[src/rtl/pwm_db_pkg.sv]
package pwm_db_pkg;

  localparam int ADR_W = 3;

  localparam logic [ADR_W-1:0] ADR_PRD  = 3'd0;
  localparam logic [ADR_W-1:0] ADR_CMPA = 3'd1;
  localparam logic [ADR_W-1:0] ADR_CMPB = 3'd2;
  localparam logic [ADR_W-1:0] ADR_FRC  = 3'd3;
  localparam logic [ADR_W-1:0] ADR_CFG  = 3'd4;
  localparam logic [ADR_W-1:0] ADR_RED  = 3'd5;
  localparam logic [ADR_W-1:0] ADR_FED  = 3'd6;
  localparam logic [ADR_W-1:0] ADR_TRIP = 3'd7;

  typedef enum logic [1:0] {
    FRC_NONE  = 2'd0,
    FRC_LOW   = 2'd1,
    FRC_HIGH  = 2'd2,
    FRC_NONE2 = 2'd3
  } frc_e;

  // Strobes from control to datapath, one cycle each
  typedef struct packed {
    logic setA;
    logic clrA;
    logic setB;
    logic clrB;
    logic tripClr;
  } pwm_strobe_t;

  // Static configuration seen by the datapath
  typedef struct packed {
    frc_e forceA;
    frc_e forceB;
    logic dbEn;
  } pwm_cfg_t;

endpackage

[src/rtl/pwm_db_ctrl.sv]
module pwm_db_ctrl
  import pwm_db_pkg::*;
#(
  parameter int CNT_W = 16,
  parameter int DB_W  = 10
) (
  input  logic             clk,
  input  logic             rstN,
  input  logic             wrEn,
  input  logic [ADR_W-1:0] wrAddr,
  input  logic [CNT_W-1:0] wrData,
  output pwm_strobe_t      strb,
  output pwm_cfg_t         cfg,
  output logic [DB_W-1:0]  redDly,
  output logic [DB_W-1:0]  fedDly,
  output logic             socPulse
);

  logic [CNT_W-1:0] prdSh, prdAct;
  logic [CNT_W-1:0] cmpASh, cmpAAct;
  logic [CNT_W-1:0] cmpBSh, cmpBAct;
  logic [CNT_W-1:0] cnt;
  logic             dirUp;
  logic             socEn;
  logic             zeroEvt, prdEvt;

  // Register writes
  always_ff @(posedge clk) begin
    if (!rstN) begin
      prdSh  <= '0;
      cmpASh <= '1;
      cmpBSh <= '1;
      cfg    <= '0;
      socEn  <= 1'b0;
      redDly <= '0;
      fedDly <= '0;
    end else if (wrEn) begin
      case (wrAddr)
        ADR_PRD:  prdSh  <= wrData;
        ADR_CMPA: cmpASh <= wrData;
        ADR_CMPB: cmpBSh <= wrData;
        ADR_FRC: begin
          cfg.forceA <= frc_e'(wrData[1:0]);
          cfg.forceB <= frc_e'(wrData[3:2]);
        end
        ADR_CFG: begin
          cfg.dbEn <= wrData[0];
          socEn    <= wrData[1];
        end
        ADR_RED:  redDly <= wrData[DB_W-1:0];
        ADR_FED:  fedDly <= wrData[DB_W-1:0];
        default:  ;
      endcase
    end
  end

  assign zeroEvt = (cnt == '0);
  assign prdEvt  = (cnt == prdAct);

  // Shadow reloads at the turning points
  always_ff @(posedge clk) begin
    if (!rstN) begin
      prdAct  <= '0;
      cmpAAct <= '1;
      cmpBAct <= '1;
    end else begin
      if (zeroEvt) prdAct <= prdSh;
      if (zeroEvt || prdEvt) begin
        cmpAAct <= cmpASh;
        cmpBAct <= cmpBSh;
      end
    end
  end

  // Symmetric up-down time base
  always_ff @(posedge clk) begin
    if (!rstN) begin
      cnt   <= '0;
      dirUp <= 1'b1;
    end else if (prdAct == '0) begin
      cnt   <= '0;
      dirUp <= 1'b1;
    end else if (dirUp) begin
      if (cnt >= prdAct) begin
        dirUp <= 1'b0;
        cnt   <= cnt - 1'b1;
      end else begin
        cnt <= cnt + 1'b1;
      end
    end else begin
      if (zeroEvt) begin
        dirUp <= 1'b1;
        cnt   <= cnt + 1'b1;
      end else begin
        cnt <= cnt - 1'b1;
      end
    end
  end

  always_ff @(posedge clk) begin
    if (!rstN) socPulse <= 1'b0;
    else       socPulse <= socEn && prdEvt;
  end

  always_comb begin
    strb.setA    = dirUp  && (cnt == cmpAAct);
    strb.clrA    = !dirUp && (cnt == cmpAAct);
    strb.setB    = dirUp  && (cnt == cmpBAct);
    strb.clrB    = !dirUp && (cnt == cmpBAct);
    strb.tripClr = wrEn && (wrAddr == ADR_TRIP);
  end

endmodule

[src/rtl/pwm_db_edge_dly.sv]
module pwm_db_edge_dly #(
  parameter int DB_W = 10
) (
  input  logic            clk,
  input  logic            rstN,
  input  logic            srcIn,
  input  logic [DB_W-1:0] dly,
  output logic            dlyOut
);

  // Length of the current high run of srcIn, saturating
  logic [DB_W-1:0] runCnt;

  always_ff @(posedge clk) begin
    if (!rstN || !srcIn) runCnt <= '0;
    else if (runCnt != '1) runCnt <= runCnt + 1'b1;
  end

  assign dlyOut = srcIn && (runCnt >= dly);

endmodule

[src/rtl/pwm_db_dpath.sv]
module pwm_db_dpath
  import pwm_db_pkg::*;
#(
  parameter int DB_W = 10
) (
  input  logic            clk,
  input  logic            rstN,
  input  pwm_strobe_t     strb,
  input  pwm_cfg_t        cfg,
  input  logic [DB_W-1:0] redDly,
  input  logic [DB_W-1:0] fedDly,
  input  logic            tripIn,
  output logic            pwmA,
  output logic            pwmB
);

  localparam int NUM_EDGE = 2;

  logic aqA, aqB;
  logic srcA, srcB;
  logic tripLatch, tripAct;
  logic [NUM_EDGE-1:0] edgeSrc, edgeOut;
  logic [DB_W-1:0]     edgeDly [NUM_EDGE];

  function automatic logic applyForce(frc_e f, logic v);
    case (f)
      FRC_LOW:  return 1'b0;
      FRC_HIGH: return 1'b1;
      default:  return v;
    endcase
  endfunction

  // Action qualifier
  always_ff @(posedge clk) begin
    if (!rstN) begin
      aqA <= 1'b0;
      aqB <= 1'b0;
    end else begin
      if (strb.setA)      aqA <= 1'b1;
      else if (strb.clrA) aqA <= 1'b0;
      if (strb.setB)      aqB <= 1'b1;
      else if (strb.clrB) aqB <= 1'b0;
    end
  end

  // Software force sits ahead of the dead-band stage
  assign srcA = applyForce(cfg.forceA, aqA);
  assign srcB = applyForce(cfg.forceB, aqB);

  // Index 0: delayed rise of A; index 1: delayed rise of not-A (low side)
  assign edgeSrc    = {~srcA, srcA};
  assign edgeDly[0] = redDly;
  assign edgeDly[1] = fedDly;

  for (genvar g = 0; g < NUM_EDGE; g++) begin : g_edge
    pwm_db_edge_dly #(.DB_W(DB_W)) edge_i (
      .clk    (clk),
      .rstN   (rstN),
      .srcIn  (edgeSrc[g]),
      .dly    (edgeDly[g]),
      .dlyOut (edgeOut[g])
    );
  end

  // Trip override after the dead-band stage
  always_ff @(posedge clk) begin
    if (!rstN)             tripLatch <= 1'b0;
    else if (tripIn)       tripLatch <= 1'b1;
    else if (strb.tripClr) tripLatch <= 1'b0;
  end

  assign tripAct = tripIn || tripLatch;
  assign pwmA = !tripAct && (cfg.dbEn ? edgeOut[0] : srcA);
  assign pwmB = !tripAct && (cfg.dbEn ? edgeOut[1] : srcB);

endmodule

[src/rtl/pwm_db_channel.sv]
module pwm_db_channel
  import pwm_db_pkg::*;
#(
  parameter int CNT_W = 16,
  parameter int DB_W  = 10
) (
  input  logic             clk,
  input  logic             rstN,
  input  logic             wrEn,
  input  logic [ADR_W-1:0] wrAddr,
  input  logic [CNT_W-1:0] wrData,
  input  logic             tripIn,
  output logic             pwmA,
  output logic             pwmB,
  output logic             socPulse
);

  pwm_strobe_t     strb;
  pwm_cfg_t        cfg;
  logic [DB_W-1:0] redDly, fedDly;

  pwm_db_ctrl #(.CNT_W(CNT_W), .DB_W(DB_W)) ctrl_i (
    .clk      (clk),
    .rstN     (rstN),
    .wrEn     (wrEn),
    .wrAddr   (wrAddr),
    .wrData   (wrData),
    .strb     (strb),
    .cfg      (cfg),
    .redDly   (redDly),
    .fedDly   (fedDly),
    .socPulse (socPulse)
  );

  pwm_db_dpath #(.DB_W(DB_W)) dpath_i (
    .clk    (clk),
    .rstN   (rstN),
    .strb   (strb),
    .cfg    (cfg),
    .redDly (redDly),
    .fedDly (fedDly),
    .tripIn (tripIn),
    .pwmA   (pwmA),
    .pwmB   (pwmB)
  );

endmodule

[config.mk]
export PLATFORM = sky130hd
export DESIGN_NAME = pwm_db_channel
export DESIGN_NICKNAME = d
export VERILOG_FILES = /design/src/rtl/pwm_db_pkg.sv /design/src/rtl/pwm_db_ctrl.sv /design/src/rtl/pwm_db_edge_dly.sv /design/src/rtl/pwm_db_dpath.sv /design/src/rtl/pwm_db_channel.sv
export SDC_FILE = /design/constraint.sdc
export NUM_CORES = 1
export LEC_CHECK = 0
export CORE_MARGIN = 10
export CORE_UTILIZATION = 25
export CTS_BUF_LIST = sky130_fd_sc_hd__clkbuf_16
export CTS_CLUSTER_SIZE = 25
export DETAILED_ROUTE_END_ITERATION = 12
export DONT_BUFFER_PORTS = 1
export PLACE_DENSITY = 0.43
export SLEW_MARGIN = 0
export SYNTH_ARGS = -nofsm -noshare
export SYNTH_HDL_FRONTEND = slang
export SYNTH_HIERARCHICAL = 1
export SYNTH_SLANG_ARGS = --single-unit
[constraint.sdc]
create_clock -name clk -period 6.95 [get_ports clk]
set_clock_uncertainty 0.2 [all_clocks]
set_input_delay 0.695 -clock clk [delete_from_list [all_inputs] [get_ports clk]]
set_output_delay 0.695 -clock clk [all_outputs]
set_load 0.01 [all_outputs]
==> results.md, run 1 <==
- Seq/Total Area, Yosys: 40.92%
- Worst-Skew Late Latency: 430 ps
- R2R depth: 8
- Status: completed
- Largest net degree at the start of global routing: 76
- P per Cell Area: between 500 and 600 nW/um2
- Aggregate routed wire length: 22240 um
- Area of the multi-input gates: about 4300 um2
- Core area: 31560 um2
- Post-synthesis async set-or-reset flop share: 0%
- Headroom to the max-slew limit: 22.13%
- Post-CTS Setup Repair Bufs: 0
- Internal power: 2723 uW
- Routability cong.: 0.7972
- CP endpoint kind: primary output
- Initial drt markers: 392
- Crit start category: flip-flop
- PnR worst setup slack: 3644 ps
- Initial antenna violation count: 0
- Crit-path max FO: 5
- I/O pin count: 26
- Max IR drop VDD: between 400 and 500 uV
- Met3 wire length: 791 um
- Final slew viol count: 0
- Layout overhead on the synthesized area: 13.05%
- Most common cell after layout, fill and taps aside: nand2_1
- WL met2: 10080 um
- Switching Fraction: ~44%
- Routed Antenna Nets: 0
- Clk Tree Root Cell: clkbuf_16
- Post-synth net total: 1063
- Row count: between 60 and 70
- CTS sink cnt: 163
- WL/cell: 16.03 um
- Combinational power share: just over 50%
- Pre-Repair DR Iteration Count: 5
- Hold crit path type: primary input to flip-flop
- Die height: around 200 um
- Final setup fails: 0
- Initial Util: 25.27%
- Crit path DAT: 2410 ps
- CTS tree: yes
- Max clock buf depth: 2
- DRC viols: 0
- Clock power share: ~23%
- Die Area: 39440 um2
- Total CTS buffers: 17
- Max-Cap Viols: 0
- RSZ-0062 raised after global routing: no
- Count of buffers from port buffering: 0
- Part of the power in registers: 25.6%
- Fillers: 3440
- FF+latch count, synth: 163
- Standby leakage power: 0.003631 uW
- Setup tns final: 0 ps
- Place WS: 4033 ps
- Cell Area, Synth: 7975 um2
- Synth warnings: 6
- WS Path Type: flip-flop to primary output
- First-pass GRT wire length: about 36000 um
- Hold depth: 1
- Worst-margin pin slew: approximately 1200 ps
- Finished Core Util: 28.57%
- Hold_ws: 180.8 ps
- Post-synth top flop: dfxtp_1
- Vias/cell: 4.736
- Clock H-tree levels: 4
- CTS hold repair buffers: 0
- Proportion of layout cells with a drive suffix above 1: 5.680%
- Met1 Wirelength: 11030 um
- Yosys cell types: 53
- FMAX: 302.4 MHz
- DR vias: roughly 6600
- Cells after Synth: 997
- P_sw: 2110 uW
- Final period util: between 40% and 50%
- Required @ worst endpoint: 6050 ps
- Register Area: roughly 3300 um2
- Vias in the first global route: between 6000 and 7000
- Min Tclk post-route: 3306 ps
- Total congestion overflow: 0
- Top Metal Used: met4
- Detail Placement HPWL: 15750 um
- Fin nets: 1039
- Antenna Cells: 0
- Most frequent cells in the layout: nand2_1, dfxtp_1, nand3_1
- CTS clk-pin slew, worst paths: 70 ps
- PostCTS Resize Cnt: 0
- Final hold vios: 0
- GR Util All Layers: 11.57%
- Post-synth EDFFs: 0
- Post-Syn Area per Cell: 7.999 um2
- Die X-Extent: between 150 and 200 um
## stage by stage
stage / instances / cell area [um2] / total power [uW]
2_1_floorplan: 997 / 7975 / 3186
3_3_place_gp: 1356 / 8342 / 3804
3_5_place_dp: 1356 / 8342 / 3822
4_1_cts: 1388 / 9016 / 4924
5_1_grt: 1388 / 9016 / 5268
6_report: 1388 / 9016 / 4833
## worst max-delay path, cell delays in order (launching register included)
cell and delay [ps]:
dfxtp_1 330, inv_1 40, ha_1 280, mux2i_1 540
o41a_1 250, nor2b_1 50, a2111oi_2 490
## per-layer routing
layer	vias to the layer above	track usage (%)
li1	3381	-
met1	3094	15.51
met2	78	17.87
met3	20	2.704
met4	0	3.730
met5	-	0
## state kept, by name, indices dropped and copies added (netlist names)
register and cells:
ctrl_i/cmpBSh 16, dpath_i/aqB 1, ctrl_i/cmpBAct 16, ctrl_i/cmpAAct 16
ctrl_i/socPulse 1, ctrl_i/cnt 16, ctrl_i/prdSh 16, ctrl_i/redDly 10
dpath_i/aqA 1, ctrl_i/socEn 1, dpath_i/g_edge.edge_i/runCnt 20, ctrl_i/dirUp 1
dpath_i/tripLatch 1, ctrl_i/prdAct 16, ctrl_i/cfg 5, ctrl_i/fedDly 10
ctrl_i/cmpASh 16
## cells by family after synthesis
kind of cell	share of synthesized area, %
AO/OA/AOI/OAI	8.425
AND/OR/NAND/NOR	31.05
buffers and inverters	4.785
adder cells (fa/ha/maj)	6.746
XOR/XNOR	4.063
multiplexers	4.016
flip-flops	40.92
## cell usage after synthesis (all sizes together), types with 5 or more instances
cell    number  share of area, %
nand2      232                11
dfxtp      163                41
nand3       94               6.0
nor2        58               2.7
a21oi       50               3.1
inv         46               2.2
ha          43               6.7
clkbuf      41               1.9
xnor2       35               3.8
nand4       33               2.7
mux2i       32               4.0
nor3        24               1.8
o21ai       14              0.88
or4         13               1.3
buf         11              0.69
nor2b       11              0.86
and3        10              0.82
nor4        10              0.78
nand2b       9              0.71
or3          8              0.69
o211ai       7              0.66
and2         5              0.39
o21a         5              0.47
## final timing paths
path | start | end | slack [ps]
worst max register to register | ctrl_i/cnt[11] | ctrl_i/cnt[8] | 4080
worst min-delay path | rstN | dpath_i/tripLatch | 180
worst max-delay path | ctrl_i/cfg[3] | pwmB | 3640
worst min register to register | ctrl_i/redDly[4] | ctrl_i/redDly[4] | 250
## final cells by class
cell class	instances	share of cell area, %
sequential	163	36.19
tap	402	5.579
clock inverter	15	2.762
inverter	46	1.915
clock buffer	17	4.718
multi-input combinational	736	48.08
timing repair buffer	9	0.7494
## power by group through the flow
stage / Sequential [uW] / Clock, uW / Combinational [uW]
after CTS: 1240 / 1120 / 2560
after global routing: 1260 / 1160 / 2850
after floorplan: 1140 / 0 / 2050
after global placement: 1250 / 0 / 2550
final: 1240 / 1090 / 2500
after detailed placement: 1260 / 0 / 2560
Power figures use the tool's default switching activity.
==> run 2, diff against run 1 <==
PLACE_DENSITY = 0.45   (was 0.43)
clock period = 2.9 ns   (was 6.95 ns; I/O delays follow)
==> results.md, run 2 (synthesis gave the netlist of run 1 again) <==
- Total CTS buffers: 17 (unchanged)
- Routability cong.: 0.7937 (-0.44%)
- Crit path DAT: 2270 ps (-140 ps)
- Total design power: 11730 uW (+140%)
- CTS tree: yes
- Max clock buf depth: 2 (unchanged)
- Vias in the first global route: 6487 (+4.3%)
- Proportion of layout cells with a drive suffix above 1: 7.371% (+1.7 points)
- Crit-path cells: ha_1 -> a211oi_1 -> nor2_1 -> o41a_1 -> nor2b_1 -> a2111oi_4
- Biggest register: dpath_i/g_edge.edge_i/runCnt
- Worst-margin pin slew: 708.7 ps (-453.1 ps)
- Core area: 31560 um2 (unchanged)
- Post-CTS Setup Repair Bufs: 0 (unchanged)
- Crit path buf inv count: 0 (-1)
- CTS sink cnt: 163 (unchanged)
- Worst path top cell family by delay: compound AO/OA/AOI/OAI gates
- Final period util: 95.16%
- Crit start category: flip-flop
- Required @ worst endpoint: 2410 ps (-3640 ps)
- CTS clk-pin slew, worst paths: 80 ps (about the same)
- Status: completed
- Final hold vios: 0 (unchanged)
- Worst path max stage delay: 460 ps (-80 ps)
- Vias/cell: 4.750 (+0.30%)
- First-pass GRT wire length: 36650 um (+3.1%)
- Headroom to the max-slew limit: 52.58% (+30 points)
- Initial Util: 25.27% (unchanged)
- DRC viols: 0 (unchanged)
- I/O pin count: 26 (unchanged)
- Count of buffers from port buffering: 0 (unchanged)
- Pre-Repair DR Iteration Count: 5 (unchanged)
- Standby leakage power: 0.003806 uW (+4.8%)
- Clock H-tree levels: 4 (unchanged)
- Layout Cells excl Fill: 1434 (+3.3%)
- GR Util All Layers: 11.78% (+0.22 points)
- WL/cell: 15.78 um (-1.5%)
- Worst-Skew Late Latency: 430 ps (about the same)
- Fin nets: 1084 (+4.3%)
- Detail Placement HPWL: 15640 um (-0.67%)
- RSZ-0062 raised after global routing: no
- Most frequent cells in the layout: nand2_1, dfxtp_1, nand3_1
- Finished Core Util: 29.75% (+1.2 points)
- Max IR drop VDD: 1687 uV (+280%)
- Initial antenna violation count: 1 (+1)
- Min Tclk post-route: roughly 2800 ps
- Total congestion overflow: 0 (unchanged)
- Max-Cap Viols: 0 (unchanged)
- Die Area: 39440 um2 (unchanged)
- FMAX: 362.4 MHz
- DR vias: 6811 (+3.6%)
- P per Cell Area: 1249 nW/um2 (+130%)
- Final setup fails: 0 (unchanged)
- Hold crit path type: primary input to flip-flop
- Clk Tree Root Cell: clkbuf_16
- Layout overhead on the synthesized area: 17.70%
- Placed Cells incl. Taps: 1377 (+1.5%)
- Aggregate routed wire length: 22630 um (+1.8%)
- Routed Antenna Nets: 0 (unchanged)
- Placed cell areas: 8549 um2 (+2.5%)
- Worst path slowest cell: o41a_1
- R2R setup slack: 270 ps (-3810 ps)
- Largest register FFs: 20 (unchanged)
- Most common cell after layout, fill and taps aside: nand2_1
- Final slew viol count: 0 (unchanged)
- Die X-Extent: 198.6 um (unchanged)
- Row count: 65 (unchanged)
- Design area: 9387 um2 (+4.1%)
- CP endpoint kind: primary output
- Setup tns final: 0 ps (unchanged)
- Initial drt markers: 402 (+2.6%)
- Largest net degree at the start of global routing: 71 (-6.6%)
- Die height: 198.6 um (unchanged)
- WS Path Type: flip-flop to primary output
- Crit-path max FO: 6 (+1)
==> run 2: timing repair <==
action,4_1_cts,5_1_grt
hold buffers,24,0
endpoints found under the setup margin,0,2
endpoints found under the hold margin,112,0
gates resized for setup,0,2
==> run 2: worst register-to-register path, delay by kind of cell, from the launching register on <==
family,cells,cell delay [ps]
flip-flops,1,410
AND/OR/NAND/NOR,6,1970
==> run 2: final cells by class <==
cell class	instances	area, um2
Fill cell	3421	22170
Multi-Input combinational cell	736	4360
Sequential cell	163	3263
Timing Repair Buffer	54	533.0
Tap cell	402	503.0
Clock buffer	17	425.4
Inverter	46	172.7
Clock inverter	15	126.4
Antenna cell	1	2.502
==> run 2: report_power, final <==
part,switching (uW),total [uW],internal [uW]
sequential,208,2760,2550
combinational,4070,6820,2750
clock,1020,2150,1120
total,5300,11700,6420
==> run 2: final timing paths <==
kind / to / from / cells after the start
setup / recovery: pwmA / dpath_i/g_edge[0].edge_i/runCnt[7] / 6
setup reg to reg: ctrl_i/cnt[14] / ctrl_i/cnt[8] / 6
hold reg to reg: ctrl_i/prdSh[15] / ctrl_i/prdSh[15] / 2
hold / removal: dpath_i/g_edge[1].edge_i/runCnt[4] / rstN / 2
==> run 2: through the flow <==
| step | setup slack (ps) | hold slack [ps] |
|---|---|---|
| 6_report | 140.3 | 15.92 |
| 5_1_grt | 7.641 | 45.62 |
| 4_1_cts | 72.00 | 28.67 |
| 3_5_place_dp | 306.5 | 197.4 |
| 3_3_place_gp | 292.5 | 189.2 |
| 2_1_floorplan | 252.0 | 207.5 |
==> run 2: routing by layer <==
| layer | track usage [%] | up-vias | share of wire (%) |
|---|---|---|---|
| met4 | 2.939 | 0 | 0.85 |
| met3 | 2.518 | 12 | 3.5 |
| met1 | 15.59 | 3223 | 49 |
| met2 | 19.02 | 94 | 47 |
| li1 | - | 3482 | - |
| met5 | 0 | - | 0 |
==> run 3, diff against run 2 <==
REMOVE_ABC_BUFFERS = 1   (was default)
==> results.md, run 3 (synthesis gave the netlist of run 1 again) <==
- Status: completed
- Proportion of layout cells with a drive suffix above 1: 8.132% (+0.76 points)
- P per Cell Area: 1280 nW/um2 (+2.4%)
- RSZ-0062 raised after global routing: yes
- Initial antenna violation count: 1 (unchanged)
- Setup tns final: 0 ps (unchanged)
- Vias in the first global route: 6461 (-0.40%)
- Post-CTS Setup Repair Bufs: 0 (unchanged)
- Fillers: 3436 (+0.44%)
- Initial Util: 25.27% (unchanged)
- Max IR drop VDD: 1207 uV (-28%)
- CTS tree: yes
- Final slew viol count: 0 (unchanged)
- Fin nets: 1086 (+0.18%)
- I/O pin count: 26 (unchanged)
- FMAX: 357.5 MHz (-1.3%)
- Final hold vios: 0 (unchanged)
- DR vias: 6813 (+0.029%)
- DRC viols: 0 (unchanged)
- R2R depth: 8 (+2)
- Count of buffers from port buffering: 0 (unchanged)
- Reg-to-reg endpoint: ctrl_i/cnt[13]
- Max-Cap Viols: 0 (unchanged)
- Worst r2r src: ctrl_i/prdAct[7]
- Clk Tree Root Cell: clkbuf_16
- CTS clk-pin slew, worst paths: 70 ps (about the same)
- Crit start category: flip-flop
- R2R setup slack: 160 ps (-110 ps)
- Placed cell areas: 8539 um2 (-0.12%)
- Crit path DAT: 2310 ps (+40 ps)
- Detail Placement HPWL: 15960 um (+2.1%)
- Min Tclk post-route: 2797 ps (+37.14 ps)
- Register Area: 3266 um2 (about the same)
- Hold Path End: ctrl_i/prdSh[14]
- WL/cell: 15.88 um (+0.60%)
- Initial drt markers: 345 (-14%)
- Die height: 198.6 um (unchanged)
- Routability cong.: 0.8265 (+4.1%)
- Most frequent cells in the layout: nand2_1, dfxtp_1, nand3_1
- Core area: 31560 um2 (unchanged)
- Design area: 9437 um2 (+0.53%)
- Standby leakage power: 0.003817 uW (+0.30%)
- Largest net degree at the start of global routing: 73 (+2.8%)
- Biggest register: dpath_i/g_edge.edge_i/runCnt
- CP endpoint kind: primary output
- Final setup fails: 0 (unchanged)
- Antenna Cells: 0 (-1)
- Pre-Repair DR Iteration Count: 5 (unchanged)
- Die Area: 39440 um2 (unchanged)
- CTS sink cnt: 163 (unchanged)
- Max clock buf depth: 2 (unchanged)
- Headroom to the max-slew limit: 46.10% (-6.5 points)
- Most common cell after layout, fill and taps aside: nand2_1
- Area of the multi-input gates: 4379 um2 (+0.43%)
- Total CTS buffers: 17 (unchanged)
- Hold Startpoint: wrAddr[1]
- Clock H-tree levels: 4 (unchanged)
- Crit-path max FO: 5 (-1)
- Vias/cell: 4.748 (about the same)
- Worst-margin pin slew: 806.5 ps (+97.80 ps)
- Final period util: 96.44% (+1.3 points)
- Hold crit path type: primary input to flip-flop
- Worst-Skew Late Latency: 440 ps (about the same)
- WS Path Type: flip-flop to primary output
- Row count: 65 (unchanged)
- GR Util All Layers: 11.90% (+0.12 points)
- Total congestion overflow: 0 (unchanged)
- Aggregate routed wire length: 22790 um (+0.67%)
- First-pass GRT wire length: 36790 um (+0.38%)
- Hold depth: 4 (+2)
- Die X-Extent: 198.6 um (unchanged)
- Required @ worst endpoint: 2410 ps (about the same)
- Layout overhead on the synthesized area: 18.32%
- Largest register FFs: 20 (unchanged)
- Routed Antenna Nets: 0 (unchanged)
## run 3: cell types whose count changed in the layout (fill, tap and decap cells not counted), moves of 2 or more
cell,delta
dfxtp_1,-2
dfxtp_2,+2
clkinv_4,-2
bufinv_16,+2
buf_12,-2
buf_4,+4
## run 3: what timing repair did
item                       in CTS  in global routing
hold endpoints to repair      120                  0
hold buffers                   24                  0
pin swaps                       0                  0
setup endpoints to repair       2                  4
resized for setup               1                  6
## run 3: per-layer routing
metal	share of wire [%]	track usage [%]	vias up
met1	50	16.06	3216
met3	3.3	2.264	21
met5	0.031	0	-
met2	45	18.71	101
met4	1.4	3.673	2
li1	-	-	3473
## run 3: final cells by class
type / count / share of cell area, %
multi-input cells: 736 / 46.41
flip-flops and latches: 163 / 34.61
repair buffers: 56 / 5.542
well taps: 402 / 5.330
clock buffers: 17 / 4.508
inverters: 46 / 1.830
clock inverters: 15 / 1.777
## run 3: worst max-delay path, stage by stage, from the launching register on
cell,delay (ps)
dfxtp_1,330
inv_1,50
ha_1,330
mux2i_4,240
inv_1,130
o41a_1,260
nor2b_1,100
a2111oi_4,410
## run 3: per-stage QoR
stage	setup WS (ps)	hold slack [ps]	std cells	utilization (%)	power, uW
3_3_place_gp	188.6	194.7	1379	27.06	9704
6_report	103.1	40.82	1435	29.90	12080
3_5_place_dp	118.4	198.3	1379	27.06	9760
5_1_grt	-9.531	45.19	1435	29.90	13130
2_1_floorplan	-866.7	161.8	945	-	6894
4_1_cts	-29.58	26.62	1435	29.77	12180
## run 3: how the worst max path moves through the flow
stage                                  startpoint             end  slack, ps  cells past startpoint
5_1_grt        dpath_i/g_edge[1].edge_i/runCnt[0]            pwmB        -10                      8
4_1_cts                             ctrl_i/cfg[3]            pwmB        -30                      6
3_3_place_gp                     ctrl_i/prdAct[7]  ctrl_i/cnt[13]        190                      8
2_1_floorplan                      ctrl_i/cnt[11]  ctrl_i/cnt[15]       -870                      6
3_5_place_dp                     ctrl_i/prdAct[7]  ctrl_i/cnt[13]        120                      8
6_report                            ctrl_i/cfg[3]            pwmA        100                      7
## run 3: power breakdown
group | switching, uW | total [uW] | internal [uW]
combinational | 4100 | 6960 | 2860
sequential | 261 | 2810 | 2550
clock | 1010 | 2310 | 1290
